[src/rtl/msp_pkg.sv]
package msp_pkg;
   // word indices (byte offset / 4)
   localparam int unsigned W_RXCTL  = 2;
   localparam int unsigned W_DOUT   = 7;
   localparam int unsigned W_POP    = 8;
   localparam int unsigned W_PEEK   = 9;
   localparam int unsigned W_MASK   = 11;
   localparam int unsigned W_ACK    = 12;
   localparam int unsigned W_RAW    = 13;
   localparam int unsigned W_MASKED = 14;

   localparam int unsigned ST_AVAIL_BIT = 16;
   localparam int unsigned ST_IDLE_BIT  = 22;
   localparam int unsigned ST_READY_BIT = 24;
   localparam int unsigned RXEN_BIT     = 3;
   localparam int unsigned IRQ_RXNE_BIT = 3;

   localparam logic [31:0] RXCTL_INIT = 32'h0001_0000;

   // words held as plain storage in the register file
   function automatic bit is_plain(int unsigned w);
      return (w <= 7) || (w == 10) || (w == W_MASK);
   endfunction
endpackage

[src/rtl/msp_regfile.sv]
module msp_regfile #(
   parameter int unsigned NW = 16,
   parameter int unsigned DW = 32
) (
   input  logic                   clk,
   input  logic                   rst_n,
   input  logic [NW-1:0]          wr_en,
   input  logic [DW-1:0]          wdata,
   output logic [NW-1:0][DW-1:0]  q
);
   for (genvar g = 0; g < NW; g++) begin : g_word
      if (msp_pkg::is_plain(g)) begin : g_store
         localparam logic [DW-1:0] INIT =
            (g == msp_pkg::W_RXCTL) ? DW'(msp_pkg::RXCTL_INIT) : '0;
         logic [DW-1:0] r;
         always_ff @(posedge clk) begin
            if (!rst_n)        r <= INIT;
            else if (wr_en[g]) r <= wdata;
         end
         assign q[g] = r;
      end else begin : g_none
         logic unused_we;
         assign unused_we = wr_en[g];
         assign q[g] = '0;
      end
   end
endmodule

[src/rtl/msp_rx_fifo.sv]
module msp_rx_fifo #(
   parameter int unsigned DEPTH = 16,
   parameter int unsigned W     = 8,
   localparam int unsigned PW   = $clog2(DEPTH),
   localparam int unsigned CW   = PW + 1
) (
   input  logic          clk,
   input  logic          rst_n,
   input  logic          push,
   input  logic [W-1:0]  din,
   input  logic          pop_req,
   output logic [W-1:0]  head,
   output logic [CW-1:0] count,
   output logic          full,
   output logic          nonempty_next
);
   if (DEPTH < 2 || (DEPTH & (DEPTH - 1)) != 0) begin : g_bad_depth
      $error("msp_rx_fifo: DEPTH must be a power of two >= 2");
   end

   logic [W-1:0]  mem [DEPTH];
   logic [PW-1:0] wp;
   logic [CW-1:0] cnt, cnt_nxt;
   logic          pop_eff;

   assign pop_eff       = pop_req && (cnt != '0);
   assign cnt_nxt       = cnt + CW'(push) - CW'(pop_eff);
   assign nonempty_next = (cnt_nxt != '0);
   assign count         = cnt;
   assign full          = (cnt == CW'(DEPTH));
   assign head          = mem[wp - cnt[PW-1:0]];

   always_ff @(posedge clk) begin
      if (!rst_n) begin
         wp  <= '0;
         cnt <= '0;
         for (int i = 0; i < DEPTH; i++) mem[i] <= '0;
      end else begin
         if (push) begin
            mem[wp] <= din;
            wp      <= wp + 1'b1;
         end
         cnt <= cnt_nxt;
      end
   end

   AST_NO_OVERFLOW: assert property (@(posedge clk) disable iff (!rst_n)
      count <= CW'(DEPTH));
   AST_PUSH_NOT_FULL: assert property (@(posedge clk) disable iff (!rst_n)
      push |-> !full);
   AST_POP_EMPTY: assert property (@(posedge clk) disable iff (!rst_n)
      (pop_req && count == '0 && !push) |=> count == '0);
endmodule

[src/rtl/msp_irq_ctrl.sv]
module msp_irq_ctrl #(
   parameter int unsigned DW = 32
) (
   input  logic          clk,
   input  logic          rst_n,
   input  logic          wr_dout,
   input  logic          wr_ack,
   input  logic          wr_raw,
   input  logic [DW-1:0] wdata,
   input  logic          reeval,
   input  logic          rxne_next,
   input  logic [DW-1:0] mask,
   output logic [DW-1:0] raw,
   output logic [DW-1:0] ack_val,
   output logic [DW-1:0] masked,
   output logic          irq
);
   logic [DW-1:0] raw_q, raw_d, ack_q, ack_d, ackv;
   logic          pend_q, pend_d;

   always_comb begin
      raw_d  = raw_q;
      ack_d  = ack_q;
      pend_d = pend_q;
      ackv   = wdata;
      if (wr_dout) begin
         raw_d[1:0] = 2'b11;
         pend_d     = 1'b1;
      end
      if (wr_ack) begin
         if (pend_q) begin
            ackv[0] = 1'b0;
            pend_d  = 1'b0;
         end
         ack_d = ackv;
         raw_d = raw_d & ~ackv;
      end
      if (wr_raw) raw_d = wdata;
      if (reeval) raw_d[msp_pkg::IRQ_RXNE_BIT] = rxne_next;
   end

   always_ff @(posedge clk) begin
      if (!rst_n) begin
         raw_q  <= '0;
         ack_q  <= '0;
         pend_q <= 1'b0;
      end else begin
         raw_q  <= raw_d;
         ack_q  <= ack_d;
         pend_q <= pend_d;
      end
   end

   assign raw     = raw_q;
   assign ack_val = ack_q;
   assign masked  = raw_q & mask;
   assign irq     = |masked;

   AST_TX_FLAGS: assert property (@(posedge clk) disable iff (!rst_n)
      wr_dout |=> raw[1:0] == 2'b11);
   AST_ACK_FIXUP: assert property (@(posedge clk) disable iff (!rst_n)
      (wr_ack && pend_q) |=> (!ack_val[0] && !pend_q));
   AST_RXNE_TRACK: assert property (@(posedge clk) disable iff (!rst_n)
      reeval |=> raw[msp_pkg::IRQ_RXNE_BIT] == $past(rxne_next));
   AST_RXNE_HOLD: assert property (@(posedge clk) disable iff (!rst_n)
      (!reeval && !wr_raw) |=> $stable(raw[msp_pkg::IRQ_RXNE_BIT]));
endmodule

[src/rtl/mmio_serial_port.sv]
module mmio_serial_port #(
   parameter int unsigned ADDR_W     = 6,
   parameter int unsigned DATA_W     = 32,
   parameter int unsigned CHAR_W     = 8,
   parameter int unsigned FIFO_DEPTH = 16
) (
   input  logic              clk,
   input  logic              rst_n,
   input  logic              bus_rd,
   input  logic              bus_wr,
   input  logic [ADDR_W-1:0] bus_addr,
   input  logic [DATA_W-1:0] bus_wdata,
   output logic [DATA_W-1:0] bus_rdata,
   input  logic              rx_valid,
   input  logic [CHAR_W-1:0] rx_data,
   output logic              rx_ready,
   output logic              tx_valid,
   output logic [CHAR_W-1:0] tx_data,
   output logic              irq
);
   import msp_pkg::*;

   localparam int unsigned IDX_W = ADDR_W - 2;
   localparam int unsigned NW    = 1 << IDX_W;
   localparam int unsigned CW    = $clog2(FIFO_DEPTH) + 1;

   if (DATA_W != 32)  begin : g_bad_dw   $error("DATA_W must be 32"); end
   if (ADDR_W < 6)    begin : g_bad_aw   $error("ADDR_W must be >= 6"); end
   if (CHAR_W > 16)   begin : g_bad_cw   $error("CHAR_W must be <= 16"); end

   logic [IDX_W-1:0]            idx;
   logic [NW-1:0]               wr_hit;
   logic [NW-1:0][DATA_W-1:0]   regs;
   logic                        rx_en, push, pop_req, fifo_full, rxne_next;
   logic [CHAR_W-1:0]           head;
   logic [CW-1:0]               fifo_cnt;
   logic [DATA_W-1:0]           raw, ack_val, masked, stat;
   logic                        unused_addr;

   assign unused_addr = ^bus_addr[1:0];
   assign idx     = bus_addr[ADDR_W-1:2];
   assign wr_hit  = bus_wr ? (NW'(1) << idx) : '0;
   assign rx_en   = regs[W_RXCTL][RXEN_BIT];
   assign rx_ready = rx_en && !fifo_full;
   assign push    = rx_valid && rx_ready;
   assign pop_req = bus_rd && (idx == IDX_W'(W_POP));

   msp_regfile #(.NW(NW), .DW(DATA_W)) u_regs (
      .clk(clk), .rst_n(rst_n), .wr_en(wr_hit), .wdata(bus_wdata), .q(regs));

   msp_rx_fifo #(.DEPTH(FIFO_DEPTH), .W(CHAR_W)) u_fifo (
      .clk(clk), .rst_n(rst_n), .push(push), .din(rx_data), .pop_req(pop_req),
      .head(head), .count(fifo_cnt), .full(fifo_full), .nonempty_next(rxne_next));

   msp_irq_ctrl #(.DW(DATA_W)) u_irq (
      .clk(clk), .rst_n(rst_n),
      .wr_dout(wr_hit[W_DOUT]), .wr_ack(wr_hit[W_ACK]), .wr_raw(wr_hit[W_RAW]),
      .wdata(bus_wdata), .reeval(bus_wr || push), .rxne_next(rxne_next),
      .mask(regs[W_MASK]), .raw(raw), .ack_val(ack_val), .masked(masked), .irq(irq));

   always_comb begin
      stat = '0;
      stat[CHAR_W-1:0]   = head;
      stat[ST_AVAIL_BIT] = (fifo_cnt != '0);
      stat[ST_IDLE_BIT]  = 1'b1;
      stat[ST_READY_BIT] = 1'b1;
   end

   always_comb begin
      case (idx)
         IDX_W'(W_POP), IDX_W'(W_PEEK): bus_rdata = stat;
         IDX_W'(W_ACK):                 bus_rdata = ack_val;
         IDX_W'(W_RAW):                 bus_rdata = raw;
         IDX_W'(W_MASKED):              bus_rdata = masked;
         default:                       bus_rdata = regs[idx];
      endcase
   end

   always_ff @(posedge clk) begin
      if (!rst_n) begin
         tx_valid <= 1'b0;
         tx_data  <= '0;
      end else begin
         tx_valid <= wr_hit[W_DOUT];
         if (wr_hit[W_DOUT]) tx_data <= bus_wdata[CHAR_W-1:0];
      end
   end

   AST_RX_GATED: assert property (@(posedge clk) disable iff (!rst_n)
      (rx_valid && !rx_ready && !pop_req) |=> $stable(fifo_cnt));
   AST_TX_PULSE: assert property (@(posedge clk) disable iff (!rst_n)
      tx_valid |-> $past(wr_hit[W_DOUT]));
endmodule

[config.mk]
export PLATFORM = sky130hd
export DESIGN_NAME = mmio_serial_port
export DESIGN_NICKNAME = d
export VERILOG_FILES = /design/src/rtl/msp_pkg.sv /design/src/rtl/msp_regfile.sv /design/src/rtl/msp_rx_fifo.sv /design/src/rtl/msp_irq_ctrl.sv /design/src/rtl/mmio_serial_port.sv
export SDC_FILE = /design/constraint.sdc
export NUM_CORES = 1
export LEC_CHECK = 0
export ABC_AREA = 0
export ABC_CLOCK_PERIOD_IN_PS = 3770
export BUFFER_PORTS_ARGS = -buffer_cell sky130_fd_sc_hd__buf_2
export CORE_ASPECT_RATIO = 1.75
export CORE_MARGIN = 2
export CORE_UTILIZATION = 39
export CTS_CLUSTER_DIAMETER = 80
export CTS_CLUSTER_SIZE = 10
export DETAILED_ROUTE_END_ITERATION = 6
export PLACE_DENSITY = 0.65
export SLEW_MARGIN = 20
export SYNTH_ARGS = -nofsm -noshare
export SYNTH_HDL_FRONTEND = slang
export SYNTH_HIERARCHICAL = 1
export SYNTH_SLANG_ARGS = --single-unit
[constraint.sdc]
create_clock -name clk -period 3.77 [get_ports clk]
set_input_delay 0.377 -clock clk [delete_from_list [all_inputs] [get_ports clk]]
set_output_delay 0.377 -clock clk [all_outputs]
set_load 0.02 [all_outputs]
==> impl_results.md, run 1 <==
- Status: complete, but fails checks
- Failing checks: negative setup slack
- Setup TNS Final: -2.92 ns
- Reg2Reg Launch Point: u_fifo/count[3]
- WP data arrival: 3.81 ns
- DRT Wirelength: 77.8 mm
- # rows: 128
- Net Sw Frac: 24.9%
- Critical path class: register to primary output
- TritonCTS clock tree: yes
- VDD IR max: 0.000331 V
- Routability congestion estimate: 0.857
- Syn_area_per_cell: 10.9 sq um
- Drt drc: 0
- Fin. Hold Viols: 0
- Latest clock arrival within the worst-skew pair: 0.61 ns
- DP Worst Slack: -0.0138 ns
- CORE AREA: 69500 sq um
- Placed wire-length estimate: 52.3 mm
- Fillcell total: 6448
- Clock Tree Root: clkbuf_16
- Vias in the first global route: 19800
- Share of layout cells above drive strength 1: 17.9%
- Slew margin rel.: 18.7%
- Nets: 2597
- Worst setup path end: bus_rdata[0]
- Worst setup EP type: primary output
- CP Data Required Time: 3.39 ns
- Internal power: 9.36 mW
- F_max: 0.239 GHz
- RSZ-0062 raised after global routing: yes
- Die extent in y: 354 microns
- Worst slew pin tran: 1.22 ns
- Minimum clock period: 4.18 ns
- Leakage: 11.1 nW
- Clock slew at reported path FFs: 0.06 ns
- Met2 Routed Length: 41.9 mm
- Hold Crit Class: primary input to register
- Worst r2r dst: u_irq/raw[3]
- Maxcap violations: 0
- CP startpoint: u_fifo/wp[0]
- Max Used Layer: met4
- Hold buffers post-CTS: 0
- Period utilization: 111%
- M1 WL: 27.3 mm
- Pin count of the biggest net entering global routing: 305
- Cells after Synth: 2517
- Final worst slack: -0.414 ns
- Placed Area: 28100 sq um
- TritonRoute pass-1 iters: 5
- GR Overflow Total: 0
- Initial Utilization: 39.4%
- Comb power frac: 11.8%
- Die area: 72400 sq um
- Clock buffer depth: 3
- ANT nets after route: 0
- Die W: 204 microns
- Sequential power share: 48.2%
- # H-tree levels: 2
- Via density per instance: 5.41
- Antenna violations before repair: 13
- Clk sink count: 531
- Clock Power Share: 40.0%
- Synthesis-to-finish area growth: 10.8%
- Clk_skew: 0.0326 ns
- Port Buf Inserts: 91
- Ys Warns: 6
- Startpoint Class: register
- Total power: 12.5 mW
- Met3 WL: 3.19 mm
- CTS Buf Count: 59
- First-pass GRT wire length: 117 mm
- Initial DRC Count: 1192
- Vias: 18800
- # IOs: 94
- R2R depth: 15
- Post-synthesis instance area: 27400 sq um
- Max-slew violations: 0
- Design area: 30300 sq um
- GRT Overall Usage: 21.2%
- Worst-path fanout max: 7
- R2R Setup Slk: 0.47 ns
- Power per cell area: 411 nW/um^2
- P_sw: 3.11 mW
- Final Setup Violations: 8
- Wirelength per Cell: 22.4 microns
==> area by class of cell <==
class	instances	area, sq um	area share [%]
Timing Repair Buffer	185	1380	4.56
Inverter	18	67.6	0.223
Antenna cell	12	30.0	0.0990
Clock inverter	4	46.3	0.153
Sequential cell	531	11900	39.3
Clock buffer	72	1530	5.03
Multi-Input combinational cell	1736	14200	46.9
Tap cell	910	1140	3.75
==> critical path, cell delays in order, from the launching register on <==
cell	delay [ns]
dfxtp_2	0.34
inv_2	0.05
ha_4	0.16
fa_2	0.59
buf_12	0.14
buf_12	0.12
buf_8	0.12
buf_6	0.10
mux2_4	0.32
o22ai_4	0.14
a221oi_2	0.06
mux2_4	0.31
nor2_4	0.09
a21oi_2	0.04
mux4_2	0.49
buf_6	0.16
==> placed cells by master, fill, tap and decap left out, types with 14 or more instances in the layout <==
cell type	count
a21oi_1	28
nand2b_1	33
mux2i_1	409
nor2b_1	338
mux4_2	84
mux2_2	30
dfxtp_1	401
a21boi_1	22
mux2_4	16
o21ai_1	30
nand2_1	160
a2bb2oi_1	17
and3_1	130
and2_1	72
edfxtp_1	128
a22oi_1	14
nor2_1	25
buf_2	81
buf_4	81
conb_1	95
inv_1	15
clkbuf_16	59
==> timing repair <==
action                     CTS  global route
resized for setup           86            20
pin swaps                   22            14
setup endpoints to repair    8             8
buffers inserted            12             2
cloned                       1             0
==> layer usage <==
metal  track usage [%]  vias to the layer above
li1                  -                     8737
met1              20.9                     9378
met2              40.0                      458
met3              3.05                      206
met4              14.8                        0
met5                 0                        -
==> power groups by stage <==
stage | sequential [mW] | clock (mW) | combinational, mW
2_1_floorplan | 6.11 | 0 | 0.969
3_3_place_gp | 6.12 | 0 | 1.28
3_5_place_dp | 6.13 | 0 | 1.31
4_1_cts | 6.01 | 5.08 | 1.44
5_1_grt | 6.02 | 5.29 | 1.55
6_report | 6.01 | 4.99 | 1.47
==> sequential cells by signal (all words and copies together) (netlist names) <==
| signal | flops |
|---|---|
| tx_valid | 1 |
| u_fifo/mem | 128 |
| u_fifo/count | 5 |
| u_regs/g_word.g_store.r | 320 |
| u_fifo/wp | 4 |
| u_irq/raw | 32 |
| u_irq/pend_q | 1 |
| tx_data | 8 |
| u_irq/ack_val | 32 |
==> stage by stage <==
step           hold slack, ns  utilization (%)  std cells
2_1_floorplan           0.436                -       2611
3_3_place_gp            0.448             40.4       3371
3_5_place_dp            0.457             40.4       3371
4_1_cts                 0.133             43.4       3454
5_1_grt                 0.173             43.6       3466
6_report                0.156             43.6       3468
==> how the worst min path moves through the flow <==
stage                                         from                             end  slack, ns  depth (start not counted)
floorplan           u_regs/g_word[2].g_store.r[16]  u_regs/g_word[2].g_store.r[16]       0.44                          2
global placement    u_regs/g_word[2].g_store.r[16]  u_regs/g_word[2].g_store.r[16]       0.45                          2
detailed placement                u_irq/ack_val[6]                u_irq/ack_val[6]       0.46                          2
CTS                                  bus_wdata[17]               u_irq/ack_val[17]       0.13                          3
global route                         bus_wdata[17]               u_irq/ack_val[17]       0.17                          3
finish                               bus_wdata[17]               u_irq/ack_val[17]       0.16                          3
Power figures use the tool's default switching activity.
==> inputs of run 2 (changes only) <==
CELL_PAD_IN_SITES_DETAIL_PLACEMENT = 0   (was unset)
CELL_PAD_IN_SITES_GLOBAL_PLACEMENT = 1   (was unset)
PLACE_DENSITY = 0.76   (was 0.65)
==> run 2 against run 1 <==
  * The run still ends with negative setup slack left
  * Hold slack lost 0.014 ns
  * Via count fell by 2.0%
  * Flip-flop and latch count unchanged
  * First-iteration DRC count decreased by 7.8%
  * Die area did not move
  * Utilization rose by 0.19 points
  * Power up 0.80%
  * Largest cell class unchanged
  * Final cell count down 0.12%
  * Sequential share of layout area fell by 0.17 points
==> impl_results.md, run 2 (synthesis gave the netlist of run 1 again) <==
- Maxcap violations: 0
- ANT nets after route: 0
- DP Worst Slack: -0.0646 ns
- Slew margin rel.: 35.2%
- Number of flip-flops in the largest register: 320
- DRT Wirelength: 76.2 mm
- # IOs: 94
- Final Setup Violations: 8
- Hold Crit Class: primary input to register
- Reg2Reg Launch Point: u_fifo/count[3]
- WP data arrival: 3.81 ns
- Util after Layout: 43.8%
- Commonest cells after routing, fill and taps aside: mux2i_1, dfxtp_1, nor2b_1
- GRT Overall Usage: 20.9%
- GR Overflow Total: 0
- Fillcell total: 6526
- Die extent in y: 354 microns
- Clk sink count: 531
- CTS Buf Count: 59
- Drt drc: 0
- Worst-path fanout max: 6
- Clock slew at reported path FFs: 0.06 ns
- Worst slew pin tran: 0.972 ns
- Worst setup EP type: primary output
- Antenna violations before repair: 11
- WHS: 0.143 ns
- Wirelength per Cell: 22.0 microns
- R2R Setup Slk: 0.73 ns
- Pin count of the biggest net entering global routing: 112
- Status: complete, but fails checks
- Die area: 72400 sq um
- Clock buffer depth: 3
- Max-slew violations: 0
- Fin. Hold Viols: 0
- Final worst slack: -0.418 ns
- Total power: 12.6 mW
- VDD IR max: 0.000396 V
- Share of layout cells above drive strength 1: 18.3%
- Worst hold path startpoint: bus_wdata[11]
- Worst r2r dst: u_fifo/mem[2][5]
- Placed Area: 28200 sq um
- Power per cell area: 413 nW/um^2
- Startpoint Class: register
- Via density per instance: 5.31
- R2R depth: 9
- # H-tree levels: 2
- Synthesis-to-finish area growth: 11.3%
- Vias in the first global route: 19300
- Initial Utilization: 39.4%
- Largest regs: u_regs/g_word.g_store.r (320), u_fifo/mem (128)
- Most common cell after layout, fill and taps aside: mux2i_1
- Top reg by flops: u_regs/g_word.g_store.r
- TritonCTS clock tree: yes
- Clock Tree Root: clkbuf_16
- Hold endpoint: u_irq/ack_val[11]
- Port Buf Inserts: 91
- Nets: 2598
- Vias: 18400
- Failing checks: negative setup slack
- Period utilization: 111%
- Clk_skew: 0.0196 ns
- Minimum clock period: 4.19 ns
- Latest clock arrival within the worst-skew pair: 0.63 ns
- F_max: 0.239 GHz
- CP Data Required Time: 3.39 ns
- Leakage: 11.2 nW
- Initial DRC Count: 1099
- # rows: 128
- Placed wire-length estimate: 51.4 mm
- Routability congestion estimate: 0.831
- Critical path class: register to primary output
- Hold Path Stages: 3
- CORE AREA: 69500 sq um
- Design area: 30500 sq um
- TritonRoute pass-1 iters: 5
- First-pass GRT wire length: 116 mm
- RSZ-0062 raised after global routing: yes
- Die W: 204 microns
[run 2: cell count changes in the layout (fill, tap and decap cells not counted), moves of 3 or more]
| cell | before | now |
|---|---|---|
| mux2i_4 | 0 | 4 |
| mux2_2 | 30 | 26 |
| buf_4 | 81 | 77 |
| a221oi_1 | 11 | 4 |
| buf_12 | 9 | 12 |
| diode_2 | 12 | 6 |
| a2bb2oi_2 | 0 | 3 |
| mux2_4 | 16 | 20 |
| buf_6 | 9 | 13 |
| a221oi_2 | 6 | 13 |
[run 2: worst max-delay path by stage]
stage	startpoint	endpoint	slack, ns	cells after the start
CTS	u_fifo/wp[0]	bus_rdata[6]	-0.49	14
floorplan	u_fifo/wp[0]	bus_rdata[3]	0.17	13
finish	u_fifo/count[0]	bus_rdata[1]	-0.42	13
detailed placement	u_fifo/wp[0]	bus_rdata[6]	-0.06	15
global route	u_fifo/wp[0]	bus_rdata[0]	-0.46	14
global placement	u_fifo/wp[0]	bus_rdata[6]	0.005	15
[run 2: routing by layer]
layer | vias up | part of all wire [%] | global-route usage (%)
met5 | - | 0 | 0
met3 | 179 | 3.4 | 2.48
met1 | 9084 | 38 | 22.5
li1 | 8729 | - | -
met4 | 0 | 5.8 | 11.6
met2 | 410 | 53 | 39.1
[run 2: final cells by class]
type	count	area, sq um	area share (%)
clock inverter	4	63.8	0.209
clock buffer	73	1540	5.05
timing repair buffer	186	1440	4.72
tap	910	1140	3.74
sequential	531	11900	39.1
multi-input combinational	1736	14300	46.9
antenna	6	15.0	0.0493
inverter	18	67.6	0.222
[run 2: worst max-delay path, stage by stage, from the launching register on]
cell and delay, ns:
dfxtp_1 0.38, ha_4 0.16, fa_2 0.48, buf_12 0.18, buf_4 0.13, mux2_2 0.23, o22ai_2 0.07, a221oi_2 0.46
mux2_4 0.27, o21ba_4 0.14, o31ai_2 0.06, a21oi_1 0.20, a2bb2oi_2 0.27, buf_6 0.16
[run 2: power breakdown]
part	internal [mW]	switching, mW	leakage (nW)
Combinational	0.631	0.839	5.87
Clock	2.82	2.27	0.777
Sequential	5.95	0.0651	4.52
Total	9.40	3.17	11.2
[run 2: timing repair]
item | in CTS | in global routing
cloned | 2 | 0
setup buffers | 8 | 0
hold buffers | 0 | 0
pin swaps | 20 | 14
endpoints found under the setup margin | 8 | 8
gates resized for setup | 83 | 41
[run 2: through the flow]
stage               cells  setup TNS [ns]
floorplan            2611               0
global placement     3377               0
detailed placement   3377         -0.0646
CTS                  3461           -3.53
global route         3462           -3.44
finish               3464           -2.68
==> inputs of run 3 (changes only) <==
CTS_BUF_LIST = sky130_fd_sc_hd__clkbuf_8   (was unset)
PLACE_DENSITY = 0.77   (was 0.76)
SETUP_SLACK_MARGIN = 0.15   (was unset)
SYNTH_HIERARCHICAL = unset   (was 1)
==> run 3 against run 2 <==
  * The flow now finishes without violations
  * Maximum frequency rose by 14%
  * Sequential power fell by 2%
  * Largest power group unchanged
  * Clock skew rose by 0.0049 ns
  * Highest routed layer is now met5
==> impl_results.md, run 3 <==
- Placed wire-length estimate: 54.5 mm
- Clk sink count: 523
- Drt drc: 0
- Worst-path fanout max: 5
- Routability congestion estimate: 0.886
- GR Overflow Total: 0
- Status: complete, no violations
- RSZ-0062 raised after global routing: yes
- Design area: 27600 sq um
- # rows: 122
- Crit path max-delay family: adder cells
- CP max-delay cell: fa_2
- CP Data Required Time: 3.39 ns
- Seq cells post-synth: 523
- Placed Area: 26300 sq um
- Seq/Total Area, Yosys: 47.0%
- Clock slew at reported path FFs: 0.08 ns
- Initial DRC Count: 1562
- Clk_skew: 0.0245 ns
- Slew margin rel.: 22.3%
- WP data arrival: 3.29 ns
- Port Buf Inserts: 91
- Cell Chain, Critical Path: inv_4 -> ha_4 -> inv_2 -> fa_2 -> buf_12 -> buf_16 -> mux4_2 -> a21oi_2 -> nor2_2 -> o311a_1 -> buf_6
- Post-synthesis instance area: 25000 sq um
- Die extent in y: 339 microns
- Number of flip-flops in the largest register: 313
- Via density per instance: 5.66
- Max-slew violations: 0
- TritonCTS clock tree: yes
- Final Setup Violations: 0
- Worst slew pin tran: 1.17 ns
- Die area: 66300 sq um
- # IOs: 94
- Dpl cells: 3431
- Post-synth top cells: nand2_1, dfxtp_1, a21boi_1, clkbuf_1, and2_1
- Setup TNS Final: 0 ns
- Most common cell after layout, fill and taps aside: nand2_1
- Antenna violations before repair: 9
- Fin. Hold Viols: 0
- First-pass GRT wire length: 124 mm
- Latest clock arrival within the worst-skew pair: 0.69 ns
- ANT nets after route: 0
- F_max: 0.272 GHz
- Nets: 2765
- Vias in the first global route: 20300
- Main area contributors after synthesis: dfxtp_1, edfxtp_1, nand2_1
- DRT Wirelength: 82.0 mm
- Initial Utilization: 39.5%
- Final cell count without fillers: 3528
- Hold Crit Class: primary input to register
- Ys Warns: 0
- Cells after Synth: 2687
- Netlist cell types: 61
- Share of layout cells above drive strength 1: 14.3%
- EDFF count, synth: 128
- Top reg by flops: u_regs.g_word.g_store.r
- Wirelength per Cell: 23.2 microns
- CORE AREA: 63300 sq um
- CTS Buf Count: 58
- Fillcell total: 6138
- Largest regs: u_regs.g_word.g_store.r (313), u_fifo.mem (128)
- # H-tree levels: 2
- Clock Tree Root: clkbuf_8
- R2R Setup Slk: 0.76 ns
- Buffers plus inverters on the worst setup path: 5
- Synthesis-to-finish area growth: 10.2%
- Leakage: 9.56 nW
- Power per cell area: 384 nW/um^2
- VDD IR max: 0.000274 V
- Top cell type's share of synthesized area: 31.6%
- Net Count, Synth: 2753
- Vias: 20000
- Most area-hungry cell type in the Yosys netlist: dfxtp_1
- Asr flop ratio synth: 0%
- Clock buffer depth: 3
- CP max stage delay: 0.58 ns
- GRT Overall Usage: 24.5%
- Maxcap violations: 0
- Most used flip-flop cell after synthesis: dfxtp_1
- Critical path class: register to primary output
- Commonest cells after routing, fill and taps aside: nand2_1, dfxtp_1, a21boi_1
- Worst setup EP type: primary output
- Die W: 195 microns
- Most numerous cell in the Yosys netlist: nand2_1
- Period utilization: 97.3%
- Syn_area_per_cell: 9.31 sq um
- Startpoint Class: register
- Minimum clock period: 3.67 ns
- TritonRoute pass-1 iters: 6
- Pin count of the biggest net entering global routing: 244
run 3: per-stage QoR:
| stage | power (mW) | hold WS, ns | worst slack, ns | util [%] |
|---|---|---|---|---|
| final | 10.6 | 0.0325 | 0.100 | 43.5 |
| after global routing | 11.0 | 0.0294 | 0.00894 | 43.5 |
| after CTS | 10.7 | 0.000613 | 0.0104 | 43.4 |
| after detailed placement | 7.20 | 0.442 | 0.371 | 41.5 |
| after global placement | 7.18 | 0.436 | 0.420 | 41.5 |
| after floorplan | 6.77 | 0.432 | 0.895 | - |
run 3: final timing paths:
path | end | cells after the start | from
setup / recovery | bus_rdata[0] | 11 | u_fifo.wp[0]
hold / removal | u_regs.g_word[3].g_store.r[15] | 3 | bus_wdata[15]
setup reg to reg | u_fifo.mem[3][0] | 7 | u_fifo.count[3]
hold reg to reg | u_regs.g_word[3].g_store.r[24] | 2 | u_regs.g_word[3].g_store.r[24]
run 3: logic make-up after synthesis:
logic type / count (synthesis) / synth area share (%)
buf+inv: 291 / 5.22
fa+ha+maj: 15 / 0.810
flops: 523 / 47.0
xor+xnor: 9 / 0.345
simple gates: 1073 / 19.2
compound gates: 649 / 18.7
mux: 127 / 8.79
run 3: power breakdown:
group          internal, mW  switching, mW  total (mW)  leakage, nW
Clock                  1.42           2.03        3.45        0.526
Combinational         0.459          0.770        1.23         4.55
Sequential             5.85         0.0655        5.91         4.48
Total                  7.72           2.87        10.6         9.56
run 3: layout make-up:
type / count / area (sq um) / share of cell area (%)
diodes: 4 / 10.0 / 0.0363
clock buffers: 59 / 812 / 2.95
clock inverters: 20 / 91.3 / 0.332
inverters: 47 / 179 / 0.649
multi-input cells: 1873 / 12100 / 43.8
flip-flops and latches: 523 / 11800 / 42.7
well taps: 806 / 1010 / 3.66
repair buffers: 196 / 1620 / 5.87
run 3: metal layers:
layer,up-vias,routed length [microns],global-route usage (%)
li1,9195,-,-
met1,9753,30100,27.4
met2,777,41900,43.7
met3,255,5090,4.23
met4,6,4890,13.9
met5,-,35,0
run 3: what timing repair did:
item	in CTS	in global routing
pin swaps	16	4
endpoints found under the setup margin	8	8
cloned	2	0
hold buffers	3	0
endpoints found under the hold margin	10	0
gates resized for setup	51	3
buffers inserted	7	2
run 3: worst min-delay path: cells and delay by family:
family	cells	cell delay, ns
buf+inv	1	0.18
compound gates	1	0.05
simple gates	1	0.08
